[src/rtl/ts_out_pkg.sv]
package ts_out_pkg;
  localparam int CFG_W = 5;

  typedef struct packed {
    logic vld_pol;   // bit 4
    logic clk_free;  // bit 3
    logic par;       // bit 2
    logic err_ins;   // bit 1
    logic derand;    // bit 0
  } mode_t;

  localparam mode_t MODE_RST = '{vld_pol: 1'b1, clk_free: 1'b1, par: 1'b1,
                                 err_ins: 1'b1, derand: 1'b1};
endpackage

[src/rtl/ts_cfg_hold.sv]
module ts_cfg_hold
  import ts_out_pkg::*;
(
  input  logic  clk,
  input  logic  rst,
  input  logic  take_start,
  input  mode_t mode_in,
  output mode_t mode_act,
  output logic  sym_par,
  output logic  sym_pol
);
  // active mode is replaced only when a sync byte is accepted
  always_ff @(posedge clk) begin
    if (rst)             mode_act <= MODE_RST;
    else if (take_start) mode_act <= mode_in;
  end

  // the sync byte itself already uses the incoming word
  assign sym_par = take_start ? mode_in.par     : mode_act.par;
  assign sym_pol = take_start ? mode_in.vld_pol : mode_act.vld_pol;
endmodule

[src/rtl/ts_err_mark.sv]
module ts_err_mark #(
  parameter int W = 8
) (
  input  logic         clk,
  input  logic         rst,
  input  logic         take,
  input  logic         start,
  input  logic         err_n,
  input  logic         ins_en,
  input  logic [W-1:0] byte_i,
  output logic [W-1:0] byte_o
);
  logic first_pend;
  logic hit;

  // set by the sync byte, cleared by whichever byte follows it
  always_ff @(posedge clk) begin
    if (rst)       first_pend <= 1'b0;
    else if (take) first_pend <= start;
  end

  assign hit    = take & ~start & first_pend & ins_en & ~err_n;
  assign byte_o = hit ? {1'b1, byte_i[W-2:0]} : byte_i;
endmodule

[src/rtl/ts_ser_drv.sv]
module ts_ser_drv #(
  parameter int W = 8
) (
  input  logic         clk,
  input  logic         rst,
  input  logic         take,
  input  logic [W-1:0] byte_i,
  input  logic         sym_par,
  input  logic         sym_pol,
  input  logic         act_pol,
  input  logic         act_free,
  output logic         ready,
  output logic [W-1:0] out_data,
  output logic         out_valid,
  output logic         out_clk
);
  localparam int CNT_W = $clog2(W);
  localparam logic [CNT_W-1:0] LAST_CNT = CNT_W'(W - 1);

  logic             phase;
  logic [CNT_W-1:0] bits_left;
  logic [W-1:0]     shreg;
  logic             sym_gate;

  assign ready = phase & (bits_left == '0);

  always_ff @(posedge clk) begin
    if (rst) begin
      phase     <= 1'b0;
      bits_left <= '0;
      shreg     <= '0;
      out_data  <= '0;
      out_valid <= 1'b0;
      out_clk   <= 1'b0;
      sym_gate  <= 1'b0;
    end else begin
      phase <= ~phase;
      if (!phase) begin
        // second half of the symbol: rising edge if allowed
        out_clk <= sym_gate;
      end else begin
        // symbol boundary: load the next symbol
        out_clk <= 1'b0;
        if (bits_left != '0) begin
          out_data  <= {{(W-1){1'b0}}, shreg[W-1]};
          shreg     <= {shreg[W-2:0], 1'b0};
          bits_left <= bits_left - CNT_W'(1);
          out_valid <= act_pol;
          sym_gate  <= 1'b1;
        end else if (take) begin
          if (sym_par) begin
            out_data <= byte_i;
          end else begin
            out_data  <= {1'b1, {(W-2){1'b0}}, byte_i[W-1]};
            shreg     <= {byte_i[W-2:0], 1'b0};
            bits_left <= LAST_CNT;
          end
          out_valid <= sym_pol;
          sym_gate  <= 1'b1;
        end else begin
          out_data  <= '0;
          out_valid <= ~act_pol;
          sym_gate  <= act_free;
        end
      end
    end
  end
endmodule

[src/rtl/ts_out_fmt.sv]
module ts_out_fmt
  import ts_out_pkg::*;
#(
  parameter int W = 8
) (
  input  logic             clk,
  input  logic             rst,
  input  logic             in_valid,
  input  logic             in_start,
  input  logic [W-1:0]     in_data,
  input  logic             in_err_n,
  output logic             in_ready,
  input  logic [CFG_W-1:0] cfg_mode,
  output logic [W-1:0]     out_data,
  output logic             out_valid,
  output logic             out_clk
);
  mode_t        mode_in;
  mode_t        mode_act;
  logic         sym_par;
  logic         sym_pol;
  logic         take;
  logic         take_start;
  logic         ins_en;
  logic [W-1:0] marked;

  assign mode_in    = mode_t'(cfg_mode);
  assign take       = in_valid & in_ready;
  assign take_start = take & in_start;
  assign ins_en     = mode_act.err_ins & mode_act.derand;

  ts_cfg_hold u_cfg (
    .clk        (clk),
    .rst        (rst),
    .take_start (take_start),
    .mode_in    (mode_in),
    .mode_act   (mode_act),
    .sym_par    (sym_par),
    .sym_pol    (sym_pol)
  );

  ts_err_mark #(.W(W)) u_mark (
    .clk    (clk),
    .rst    (rst),
    .take   (take),
    .start  (in_start),
    .err_n  (in_err_n),
    .ins_en (ins_en),
    .byte_i (in_data),
    .byte_o (marked)
  );

  ts_ser_drv #(.W(W)) u_drv (
    .clk       (clk),
    .rst       (rst),
    .take      (take),
    .byte_i    (marked),
    .sym_par   (sym_par),
    .sym_pol   (sym_pol),
    .act_pol   (mode_act.vld_pol),
    .act_free  (mode_act.clk_free),
    .ready     (in_ready),
    .out_data  (out_data),
    .out_valid (out_valid),
    .out_clk   (out_clk)
  );
endmodule

[config.mk]
export PLATFORM = sky130hd
export DESIGN_NAME = ts_out_fmt
export DESIGN_NICKNAME = d
export VERILOG_FILES = /design/src/rtl/ts_out_pkg.sv /design/src/rtl/ts_cfg_hold.sv /design/src/rtl/ts_err_mark.sv /design/src/rtl/ts_ser_drv.sv /design/src/rtl/ts_out_fmt.sv
export SDC_FILE = /design/constraint.sdc
export NUM_CORES = 1
export LEC_CHECK = 0
export CORE_MARGIN = 5
export CORE_UTILIZATION = 35
export DETAILED_ROUTE_END_ITERATION = 8
export PLACE_DENSITY = 0.65
export SYNTH_ARGS = -nofsm -noshare
export SYNTH_HDL_FRONTEND = slang
export SYNTH_SLANG_ARGS = --single-unit
[constraint.sdc]
create_clock -name clk -period 1.9 [get_ports clk]
set_input_delay 0.285 -clock clk [delete_from_list [all_inputs] [get_ports clk]]
set_output_delay 0.285 -clock clk [all_outputs]
set_load 0.02 [all_outputs]
==> results.md <==
- Status: finished clean
- Startpoint Class: register
- Critical path class: reg2out
- GR Util All Layers: 11.7%
- Count of final max-slew check failures: 0
- Setup TNS: 0 ps
- Non-filler cells, final: 206
- WL/cell: 13.9 µm
- Crit-path leading delay family: buffers and inverters
- Critical Path Start: u_drv.bits_left[0]
- CTS sink cnt: 28
- Worst slew pin tran: 384 ps
- Top-count cell post-synth: dfxtp_1
- Drt drc: 0
- Antenna-violating nets left: 0
- Max FO, Critical Path: 6
- Sequential share of power: 47.1%
- Routed WL: 2870 µm
- Worst setup EP type: primary output
- Gpl congestion: 0.758
- Worst min-delay path class: reg2reg
- Mapped Area: 1270 µm²
- Fin crit period: 1800 ps
- Row cnt: 21
- Fin nets: 181
- Clock-pin slew on the worst setup and hold paths: 160 ps
- Clk pwr share: 28.0%
- P_sw: 382 µW
- Crit share post-route: 94.5%
- Clock Tree Root: clkbuf_4
- Critical path buffers and inverters: 2
- Fmax: 0.557 GHz
- Switching portion of total power: 27.4%
- Count of final setup violators: 0
- IO Pins: 29
- First DRT Iteration DRCs: 52
- Die Width: 70.1 µm
- Antenna diodes: 0
- Most common flop cell mapped by yosys: dfxtp_1
- WP data required: 1620 ps
- Antenna violations before repair: 0
- Post-synth top area share: 44.3%
- Core area: 3420 µm²
- Final Hold Viols: 0
- Area Growth Syn to Fin: 32.0%
- Pleak: 0.000646 µW
- Port bufs: 28
- Initial DRT Pass Iterations: 4
- Critical Path AT: 1510 ps
- Register area share after synthesis: 44.3%
- Crit-path cells: inv_1 > ha_1 > nand2b_1 > nor2_1 > dlygate4sd2_1
- Critical path depth in cells: 5
- Routed vias: 1,092
- Die H: 70.1 µm
- Worst reg2reg path endpoint: u_cfg.mode_act[3]
- Relative slew margins: 74.3%
- Slowest CP cell: dfxtp_1
- Mapped Cells: 129
- CTS tree: built
- P_int: 1010 µW
- Yosys warnings: 0
- Global-route wire length before repair: 4830 µm
- CTS Buffer Depth: 2
- Post-synth EDFFs: 0
- Vias in the first global route: 1,039
- Yosys cell types: 38
- PD cells: 835 nW/µm²
- Pin count of the biggest net entering global routing: 17
- RR Startpoint: u_drv.bits_left[0]
- R2R cell count: 6
- Worst hold slack: 468 ps
- Yosys reg bits: 28
- H-tree depth: 1
- Syn avg cell area: 9.82 µm²
- Delay of the slowest critical-path stage: 350 ps
- Die footprint: 4920 µm²
- DR vias/cell: 5.30
- Largest cells by area after synthesis: dfxtp_1 (44%), a21oi_1 (5.9%), a311oi_1 (5.5%), mux2i_1 (4.7%), a22o_1 (4.2%)
- Worst Setup EP: in_ready
- Post-synth ARST share: 0%
- Worst-skew pair later-pin latency: 320 ps
- R2r setup slk: 230 ps
- Mapped Nets: 149
- Layout cell share with drive strength beyond 1: 12.5%
- Total gr overflow: 0
- Gate power share: 24.9%
- CTS buffer count: 3
- DP Wirelength: 2170 µm
- Worst Skew: 2.71 ps
- RSZ-0062 raised after global routing: no
- Commonest cells in the synthesized netlist: dfxtp_1 (28), a21oi_1 (15), a311oi_1 (8)
- VDD IR max: 0.000380 V
- MaxCap Viol Count: 0
- Placed insts: 202
- Initial Utilization: 37.1%
- Leading area contributor after synthesis: dfxtp_1
- CTS Hold Bufs: 0
==> area by class of cell <==
class	instances	area (µm²)
multi-input combinational	84	621
timing repair buffer	39	362
fill	323	1740
sequential	28	561
inverter	5	18.8
tap	46	57.6
clock buffer	3	22.5
clock inverter	1	30.0
==> logic make-up (layout without fill, tap and decap cells) <==
kind of cell    after synthesis  after routing  share of synthesized area, %
buf+inv                      17             48                          7.11
mux                           7              7                          6.52
flops                        28             28                          44.3
simple gates                 26             26                          12.0
fa+ha+maj                     2              2                          1.98
compound gates               49             49                          28.2
==> worst min-delay path, delay by kind of cell (launching register included) <==
kind / cells / cell delay [ps]
flip-flops: 1 / 340
AND/OR/NAND/NOR: 1 / 50
AO/OA/AOI/OAI: 1 / 50
==> metrics by stage <==
| step | worst slack [ps] | total power, µW | cell area, µm² | utilization, % |
|---|---|---|---|---|
| 6_report | 104 | 1400 | 1670 | 48.9 |
| 5_1_grt | 11.8 | 1470 | 1670 | 48.9 |
| 4_1_cts | 93.2 | 1400 | 1670 | 48.8 |
| 3_5_place_dp | 36.1 | 1020 | 1620 | 47.3 |
| 3_3_place_gp | 51.9 | 1010 | 1620 | 47.3 |
| 2_1_floorplan | 375 | 902 | 1270 | - |
==> what timing repair did <==
action | CTS | global route
gates resized for setup | 1 | 2
setup endpoints to repair | 1 | 4
buffers inserted | 0 | 0
==> metal layers <==
metal  GRT usage [%]  part of all wire [%]  up-vias
li1                -                     -      545
met1            15.5                    50      526
met2            19.2                    46       19
met3            2.15                   2.9        2
met4            3.83                   1.2        0
met5               0                     0        -
==> power groups by stage <==
stage               combinational (µW)  sequential, µW  clock (µW)
floorplan                          227             674           0
global placement                   339             669           0
detailed placement                 347             670           0
CTS                                347             657         399
global route                       377             662         425
finish                             348             657         391
==> state kept, by name (all words and copies together), names as in the netlist <==
name               flops
u_cfg.mode_act         5
u_drv.bits_left        3
u_drv.out_valid        1
u_drv.out_clk          1
u_mark.first_pend      1
u_drv.phase            1
u_drv.shreg            7
u_drv.out_data         8
u_drv.sym_gate         1
==> worst min-delay path by stage <==
stage	startpoint	to	slack [ps]	depth (start not counted)
detailed placement	u_drv.out_data[7]	u_drv.out_data[7]	450	2
global placement	u_cfg.mode_act[0]	u_cfg.mode_act[0]	440	1
finish	u_drv.out_data[7]	u_drv.out_data[7]	470	2
global route	u_mark.first_pend	u_mark.first_pend	500	2
CTS	u_drv.out_data[7]	u_drv.out_data[7]	470	2
floorplan	in_data[1]	u_drv.out_data[1]	410	1
==> cells in the final DEF, fill, tap and decap left out, drive strengths merged, types with 2 or more instances in the layout <==
master	n
nor2	4
clkdlybuf4s50	27
a211oi	2
o21ai	3
a22o	6
nand3	2
clkbuf	3
inv	5
nor3	2
nor2b	2
nand2	5
a211o	4
ha	2
a31oi	2
o21a	2
and3	4
mux2i	7
a311oi	8
dfxtp	28
buf	11
a21oi	15
No activity file was read; power rests on OpenSTA's default activity.
